[src/rtl/tmr_pkg.sv]
package tmr_pkg;
  localparam int OFS_PERIOD = 0;
  localparam int OFS_COUNT  = 4;
  localparam int OFS_CTRL   = 8;
  localparam int PSC_W      = 3;
  localparam int IE_BIT     = 5;
  localparam int FLAG_BIT   = 8;
  localparam int CTRL_W     = 16;

  typedef struct packed {
    logic             flag;
    logic             ie;
    logic [PSC_W-1:0] psc;
  } ctrl_t;

  function automatic logic [CTRL_W-1:0] pack_ctrl(ctrl_t c);
    logic [CTRL_W-1:0] r;
    r = '0;
    r[PSC_W-1:0] = c.psc;
    r[IE_BIT]    = c.ie;
    r[FLAG_BIT]  = c.flag;
    return r;
  endfunction
endpackage

[src/rtl/tmr_prescale.sv]
module tmr_prescale #(
  parameter int NUM_DIV = 5
) (
  input  logic               clk,
  input  logic               rst,
  output logic [NUM_DIV-1:0] tick_o
);
  localparam int PRE_W = 2 * NUM_DIV;

  logic [PRE_W-1:0] pre_q;

  always_ff @(posedge clk) begin
    if (rst) pre_q <= '0;
    else     pre_q <= pre_q + 1'b1;
  end

  for (genvar k = 0; k < NUM_DIV; k++) begin : g_tap
    assign tick_o[k] = &pre_q[2*k+1:0];
  end

  // the fastest divisor is 4, so ticks never come on consecutive edges
  a_r5_tick_spacing: assert property (@(posedge clk) disable iff (rst)
    tick_o[0] |=> !tick_o[0]);
endmodule

[src/rtl/tmr_channel.sv]
module tmr_channel
  import tmr_pkg::*;
#(
  parameter int CNT_W   = 32,
  parameter int NUM_DIV = 5
) (
  input  logic               clk,
  input  logic               rst,
  input  logic               run,
  input  logic [NUM_DIV-1:0] tick_vec,
  input  logic               wr_period,
  input  logic               wr_count,
  input  logic               wr_ctrl,
  input  logic [CNT_W-1:0]   wdata,
  output logic [CNT_W-1:0]   period_o,
  output logic [CNT_W-1:0]   count_o,
  output logic [CTRL_W-1:0]  ctrl_o,
  output logic               irq_o
);
  logic [CNT_W-1:0] period_q, count_q;
  ctrl_t            ctrl_q, ctrl_d;
  logic             tick, step, underflow;

  always_comb begin
    tick = tick_vec[0];
    for (int k = 1; k < NUM_DIV; k++)
      if (ctrl_q.psc == PSC_W'(k)) tick = tick_vec[k];
  end

  assign step      = run && tick && !wr_count;
  assign underflow = step && (count_q == '0);

  always_comb begin
    ctrl_d = ctrl_q;
    if (wr_ctrl) begin
      ctrl_d.psc  = wdata[PSC_W-1:0];
      ctrl_d.ie   = wdata[IE_BIT];
      ctrl_d.flag = ctrl_q.flag & wdata[FLAG_BIT];
    end
    if (underflow) ctrl_d.flag = 1'b1;
  end

  always_ff @(posedge clk) begin
    if (rst) begin
      period_q <= '1;
      count_q  <= '1;
      ctrl_q   <= '0;
      irq_o    <= 1'b0;
    end else begin
      if (wr_period) period_q <= wdata;
      if (wr_count)       count_q <= wdata;
      else if (underflow) count_q <= period_q;
      else if (step)      count_q <= count_q - 1'b1;
      ctrl_q <= ctrl_d;
      irq_o  <= ctrl_d.flag & ctrl_d.ie;
    end
  end

  assign period_o = period_q;
  assign count_o  = count_q;
  assign ctrl_o   = pack_ctrl(ctrl_q);

  a_r4_stopped_holds: assert property (@(posedge clk) disable iff (rst)
    (!run && !wr_count) |=> $stable(count_q));
  a_r5_decrement: assert property (@(posedge clk) disable iff (rst)
    (run && tick && !wr_count && count_q != '0) |=> count_q == $past(count_q) - 1'b1);
  a_r7_reload: assert property (@(posedge clk) disable iff (rst)
    (run && tick && !wr_count && count_q == '0) |=> count_q == $past(period_q));
  a_r8_flag_sticky: assert property (@(posedge clk) disable iff (rst)
    (ctrl_q.flag && !(wr_ctrl && !wdata[FLAG_BIT])) |=> ctrl_q.flag);
  a_r9_irq_source: assert property (@(posedge clk) disable iff (rst)
    irq_o |-> (ctrl_q.flag && ctrl_q.ie));
endmodule

[src/rtl/reload_timer.sv]
module reload_timer
  import tmr_pkg::*;
#(
  parameter int NUM_CH    = 3,
  parameter int CNT_W     = 32,
  parameter int ADDR_W    = 8,
  parameter int NUM_DIV   = 5,
  parameter int CH_STRIDE = 16
) (
  input  logic              clk,
  input  logic              rst,
  input  logic [ADDR_W-1:0] bus_addr,
  input  logic [CNT_W-1:0]  bus_wdata,
  input  logic              bus_we,
  output logic [CNT_W-1:0]  bus_rdata,
  output logic [NUM_CH-1:0] irq
);
  localparam logic [ADDR_W-1:0] START_ADDR = '0;

  logic [NUM_CH-1:0] run_q;
  logic [NUM_DIV-1:0] ticks;
  logic [NUM_CH-1:0] wr_p, wr_c, wr_k;
  logic [CNT_W-1:0]  per_v [NUM_CH];
  logic [CNT_W-1:0]  cnt_v [NUM_CH];
  logic [CTRL_W-1:0] ctl_v [NUM_CH];
  logic [CNT_W-1:0]  rd_d;

  tmr_prescale #(.NUM_DIV(NUM_DIV)) u_pre (
    .clk(clk), .rst(rst), .tick_o(ticks));

  always_ff @(posedge clk) begin
    if (rst) run_q <= '0;
    else if (bus_we && bus_addr == START_ADDR) run_q <= bus_wdata[NUM_CH-1:0];
  end

  for (genvar i = 0; i < NUM_CH; i++) begin : g_ch
    localparam int BASE = CH_STRIDE * (i + 1);
    assign wr_p[i] = bus_we && (bus_addr == ADDR_W'(BASE + OFS_PERIOD));
    assign wr_c[i] = bus_we && (bus_addr == ADDR_W'(BASE + OFS_COUNT));
    assign wr_k[i] = bus_we && (bus_addr == ADDR_W'(BASE + OFS_CTRL));

    tmr_channel #(.CNT_W(CNT_W), .NUM_DIV(NUM_DIV)) u_ch (
      .clk(clk), .rst(rst), .run(run_q[i]), .tick_vec(ticks),
      .wr_period(wr_p[i]), .wr_count(wr_c[i]), .wr_ctrl(wr_k[i]),
      .wdata(bus_wdata), .period_o(per_v[i]), .count_o(cnt_v[i]),
      .ctrl_o(ctl_v[i]), .irq_o(irq[i]));
  end

  always_comb begin
    rd_d = '0;
    if (bus_addr == START_ADDR) rd_d[NUM_CH-1:0] = run_q;
    for (int i = 0; i < NUM_CH; i++) begin
      if (bus_addr == ADDR_W'(CH_STRIDE*(i+1) + OFS_PERIOD)) rd_d = per_v[i];
      if (bus_addr == ADDR_W'(CH_STRIDE*(i+1) + OFS_COUNT))  rd_d = cnt_v[i];
      if (bus_addr == ADDR_W'(CH_STRIDE*(i+1) + OFS_CTRL))   rd_d = CNT_W'(ctl_v[i]);
    end
  end

  always_ff @(posedge clk) begin
    if (rst) bus_rdata <= '0;
    else     bus_rdata <= rd_d;
  end

  // a write elsewhere never changes the run bits
  a_r10_run_isolated: assert property (@(posedge clk) disable iff (rst)
    !(bus_we && bus_addr == START_ADDR) |=> $stable(run_q));
endmodule

[config.mk]
export PLATFORM = sky130hd
export DESIGN_NAME = reload_timer
export DESIGN_NICKNAME = d
export VERILOG_FILES = /design/src/rtl/tmr_pkg.sv /design/src/rtl/tmr_prescale.sv /design/src/rtl/tmr_channel.sv /design/src/rtl/reload_timer.sv
export SDC_FILE = /design/constraint.sdc
export NUM_CORES = 1
export LEC_CHECK = 0
export ABC_AREA = 0
export BUFFER_PORTS_ARGS = -buffer_cell sky130_fd_sc_hd__buf_2
export CORE_MARGIN = 4
export CORE_UTILIZATION = 62
export DETAILED_ROUTE_END_ITERATION = 8
export MAX_ROUTING_LAYER = met4
export PLACE_DENSITY_LB_ADDON = 0.08
export SYNTH_ARGS = -nofsm -noshare
export SYNTH_HDL_FRONTEND = slang
export SYNTH_SLANG_ARGS = --single-unit
[constraint.sdc]
create_clock -name clk -period 2.71 [get_ports clk]
set_input_delay 0.1355 -clock clk [delete_from_list [all_inputs] [get_ports clk]]
set_output_delay 0.1355 -clock clk [all_outputs]
set_load 0.005 [all_outputs]
* Word-level counts from Yosys, hierarchy flattened
Cells that the tools add are included.
Word-level totals: bits in writable memories 0, bits in latches 0, memories kept 0, memory bits (read-only) 0, output and inout port bits 35, register bits after elaboration 255, word-level logic and storage cells 125
Operators by class: shifts and indexed selects 0, order comparisons 0, divide/modulo/power cells 0, bitwise operators 6, reductions and logical operators 35, add/subtract/negate cells 4, $mul 0, equal/unequal tests 21, multiplexer cells 37
Operator list (number):
- $mux 32 | 17
- $logic_not 32->1 | 3
- $sub 32x1->32 const B | 3
- $eq 8x6->1 const B | 6
- $eq 8x5->1 const B | 3
- $logic_and 1x1->1 | 19
- $eq 3x2->1 const B | 6
- $mux 1 | 15
- $mux 5 | 3
- $add 10x1->10 const B | 1
- $reduce_and 10->1 | 1
- $eq 3x1->1 const B | 3
- $eq 3x3->1 const B | 3
- $mux 9 | 1
- $reduce_bool 3->1 | 3
- $logic_not 8->1 | 1
- $reduce_and 8->1 | 1
- $and 1x1->1 | 6
- $reduce_and 6->1 | 1
- $reduce_and 4->1 | 1
- $logic_not 1->1 | 3
- $mux 3 | 1
- $reduce_and 2->1 | 1
- $reduce_or 2->1 | 1

* Depth between registers and ports, before layout
word-level depth 11, depth in mapped cells 11, mapped depth without buffers 9

* Cells and area by module
A second synthesis with hierarchy kept.
Unflattened totals: cells, all modules 1829, area total of the unflattened synthesis 15033.2 µm²
By module, submodules not included:
- tmr_channel at g_ch[1].u_ch ... | times used 2, area each 3814.9 µm², cells an instance 455
- tmr_channel at g_ch[0].u_ch | times used 1, area each 3836.2 µm², cells an instance 457
- reload_timer | times used 1, area each 3121.7 µm², cells an instance 414
- tmr_prescale | times used 1, area each 445.4 µm², cells an instance 48

* Worst setup path before layout
OpenSTA, ideal clock, no wires.
kind reg2reg, start point register g_ch[1].u_ch.count_q[0], end point register g_ch[1].u_ch.count_q[29], required time 2590 ps, setup slack 209 ps, buffers on the path 1, data arrival time 2381 ps, stages on the path, launching flop included 11, period minus slack after synthesis 2501 ps, cells stage by stage dfxtp_1 inv_1 ha_1 or4b_4 or2_1 or3_1 or2_1 buf_6 o22ai_1 a31oi_1 a211o_1
Between the ends: cells in the longest elaborated chain, start to end 4, elaborated cells on any way between the ends 7, classes of those cells add/sub (1); mux (3); reduce/logical (3)
RTL lines:
- start: declaration | line tmr_channel.sv:20 | logic [CNT_W-1:0] period_q, count_q;
- start signal: assignment | line tmr_channel.sv:51 | if (wr_count) count_q <= wdata;
- start signal: assignment | line tmr_channel.sv:52 | else if (underflow) count_q <= period_q;
- start signal: assignment | line tmr_channel.sv:53 | else if (step) count_q <= count_q - 1'b1;
- $sub 32x1->32 / $logic_not 32->1 (equally long branches) | line tmr_channel.sv:53, tmr_channel.sv:31
- $mux 32 / $logic_and 1x1->1 (equally long branches) | line tmr_channel.sv:53, tmr_channel.sv:31
- $mux 32 | line tmr_channel.sv:52
- $mux 32 | line tmr_channel.sv:51
Parallel ways exist; a longest one is shown, timed or not. The select of a mux whose other input is x is not followed. A chain may end at the register's enable or synchronous reset.

* Worst setup path after layout
start point register g_ch[0].u_ch.count_q[18], end point register g_ch[0].u_ch.count_q[29]
Between the ends: cells in the longest elaborated chain, start to end 4, elaborated cells on any way between the ends 7, classes of those cells add/sub (1); mux (3); reduce/logical (3)
RTL lines (line):
- start: declaration | tmr_channel.sv:20
- start signal: assignment | tmr_channel.sv:51
- start signal: assignment | tmr_channel.sv:52
- start signal: assignment | tmr_channel.sv:53
- $sub 32x1->32 / $logic_not 32->1 (equally long branches) | tmr_channel.sv:53, tmr_channel.sv:31
- $mux 32 / $logic_and 1x1->1 (equally long branches) | tmr_channel.sv:53, tmr_channel.sv:31
- $mux 32 | tmr_channel.sv:52
- $mux 32 | tmr_channel.sv:51
Parallel ways exist; a longest one is shown, timed or not. The select of a mux whose other input is x is not followed.

==> flow_summary.json <==
{
  "crit_arrival_ps": 3060,
  "synth.area.top_cells": "dfxtp_1, nand2_1, nand3_1, a21oi_1, nor2_1",
  "setup_viol": 0,
  "ys.flop_type": "dfxtp_1",
  "fin_setup_tns_ps": 0,
  "crit_path_max_fanout": 7,
  "drtIter0Drc": 2453,
  "wl_per_cell_microns": 23.72,
  "dp_hpwl_microns": 36160,
  "place.port_buffers": 77,
  "powerDensity_nw_per_um2": 497.0,
  "cts_buffer_depth": 3,
  "critPathRequiredTime_ps": 3190,
  "synth_edf_count": 0,
  "cts_tree": "built",
  "via_count": 15350,
  "syn_inst": 1811,
  "start_kind": "flop",
  "die_area_sq_um": 25060,
  "postSynthAreaPerCell_sq_um": 7.734,
  "n_antenna_cell": 0,
  "vias_per_cell": 6.951,
  "tightest_slew_ps": 670.1,
  "vdd_drop_max_mv": 0.4573,
  "ioPinCount": 78,
  "synth_cell_types": 73,
  "cp-end-kind": "flop",
  "fp-row-count": 54,
  "relSlewSlack": 0.5476,
  "synthArstFlopShare": 0,
  "period_share": 0.9502,
  "post-place-cells": 2123,
  "overflow": 0,
  "power_mw": 8.141,
  "yosysWarnings": 0,
  "grt_max_degree": 82,
  "n_fill_cell": 1684,
  "clock_sinks": 255,
  "area_growth_pct": 16.96,
  "ys_ff_latch": 255,
  "fin_util": 0.7437,
  "clk_latency_ps": 550,
  "synthesis.nets": 1861,
  "coreArea_sq_um": 22030,
  "total_leakage_power_nw": 6.464,
  "synth.top_cells.by_count": "dfxtp_1, nand2_1, nand3_1",
  "grt_usage": 0.4188,
  "period_minus_slack_ps": 2575,
  "hold_viol_final": 0,
  "dieHeight_microns": 158.3,
  "cts_root_buffer": "clkbuf_16",
  "synth_top_area_cell": "dfxtp_1",
  "slew_viol_final": 0,
  "yosysMostFrequentCell": "dfxtp_1",
  "fin_worst_skew_ps": 11.42,
  "antenna_left": 0,
  "route.detailed.drc": 0,
  "cts.clk_slew.worst_paths_ps": 60,
  "die-width_microns": 158.3,
  "drt_first_pass_iters": 7,
  "totalWireLength_microns": 52390,
  "synth.yosys.seq_area_share": 0.3645,
  "start_util": 0.6359,
  "criticalPathCategory": "reg2reg",
  "cap_violations": 0,
  "grt_pass1_wl_microns": 80830,
  "first_global_vias": 14190,
  "gp_congestion": 0.9833,
  "status": "completed",
  "synth_top_cell_area_share": 0.3645,
  "grt_antenna_before_repair": 0,
  "fmax_mhz": 388.3,
  "whs_ps": 13.49,
  "synthesis.area_sq_um": 14010,
  "drive_gt1_frac": 0.1436,
  "rsz0062_at_grt": "true",
  "nNetsFinal": 1957,
  "h-tree-depth": 1,
  "hp-class": "in2reg",
  "fin_cells": 2209,
  "numCtsBuffers": 28
}
## worst paths after layout
check                            from                  endpoint  slack, ps  cells past startpoint
max reg2reg  g_ch[0].u_ch.count_o[18]  g_ch[0].u_ch.count_o[29]        130                      8
min reg2reg            u_pre.pre_q[0]            u_pre.pre_q[0]        460                      1
min                      bus_wdata[1]  g_ch[0].u_ch.period_o[1]         10                      3
max          g_ch[0].u_ch.count_o[18]  g_ch[0].u_ch.count_o[29]        130                      8
## cells in the final DEF, fill, tap and decap left out, types with 5 or more instances in the layout
cell / netlist / layout
dfxtp_1: 255 / 255
nand2_1: 238 / 238
nand3_1: 156 / 155
nor2_1: 152 / 143
a21oi_1: 126 / 126
buf_4: 3 / 110
buf_2: 13 / 76
nand3b_1: 67 / 67
o211ai_1: 66 / 66
nor3_1: 52 / 51
a22oi_1: 51 / 51
a211o_1: 45 / 45
xnor2_1: 44 / 44
o21ai_0: 44 / 43
and3_1: 41 / 41
a221oi_1: 30 / 30
clkbuf_16: 0 / 29
dlygate4sd3_1: 0 / 29
mux2i_1: 24 / 24
xor2_1: 23 / 23
a211oi_1: 22 / 21
nor4_1: 20 / 17
inv_1: 16 / 16
or3_1: 16 / 16
or4_1: 14 / 14
nand4b_1: 14 / 14
nand4_1: 13 / 13
nand2b_1: 12 / 12
nor2_2: 0 / 8
o31ai_1: 8 / 8
o22ai_1: 8 / 8
a31oi_1: 8 / 8
nor2b_1: 7 / 7
clkbuf_1: 130 / 7
or2_2: 6 / 6
ha_1: 7 / 6
clkbuf_8: 0 / 6
and2_1: 5 / 5
o41ai_1: 5 / 5
clkinv_2: 0 / 5
## metrics by stage
| stage | instance area [sq um] | setup slack [ps] |
|---|---|---|
| after floorplan | 14010 | 209.0 |
| after global placement | 15050 | 102.5 |
| after detailed placement | 15050 | -15.04 |
| after CTS | 16280 | 3.609 |
| after global routing | 16380 | -19.90 |
| final | 16380 | 134.8 |
## registers in the layout, summed over array words and instances (netlist names)
| name | cells |
|---|---|
| u_pre.pre_q | 10 |
| run_q | 3 |
| g_ch.u_ch.ctrl_o | 15 |
| g_ch.u_ch.irq_o | 3 |
| g_ch.u_ch.count_o | 96 |
| g_ch.u_ch.period_o | 96 |
| bus_rdata | 32 |
## routing by layer
layer,track usage,part of all wire
met5,-,0
met4,0.1304,0.038
met3,0.09459,0.14
met2,0.6093,0.42
met1,0.5820,0.40
## cells by family after synthesis
logic type	Yosys count	share of synthesized area
and+or+nand+nor	835	0.3002
AOI/OAI and AO/OA	450	0.2196
DFF	255	0.3645
buffers and inverters	172	0.04967
xor gates and xnor gates	67	0.04190
muxes	25	0.01796
adders and majority gates	7	0.006253
## worst max-delay path, stage by stage, from the launching register on
cell and delay [ps]:
dfxtp_1 370, or4_1 570, buf_4 180, nor4_4 370, nand3_1 140, o21ai_1 160
a21oi_1 80, or4_1 530, nand3_1 110
## cell type report
cell class / count / area [sq um] / share of cell area
Clock buffer: 42 / 834.6 / 0.05095
Clock inverter: 10 / 107.6 / 0.006569
Inverter: 16 / 60.06 / 0.003666
Multi-Input combinational cell: 1384 / 8313 / 0.5075
Sequential cell: 255 / 5105 / 0.3116
Tap cell: 280 / 350.3 / 0.02139
Timing Repair Buffer: 222 / 1610 / 0.09830
## power breakdown
part / switching, mW / total [mW] / internal (mW)
clock network: 1.61 / 3.93 / 2.31
logic: 0.287 / 0.436 / 0.148
registers: 0.0154 / 3.78 / 3.76
total: 1.92 / 8.14 / 6.22
## timing repair
item,CTS,global route
hold buffers,29,0
endpoints found under the hold margin,119,0
endpoints found under the setup margin,1,30
pin swaps,0,2
gates resized for setup,1,15
buffers inserted,0,5
No activity file was read; power rests on OpenSTA's default activity.
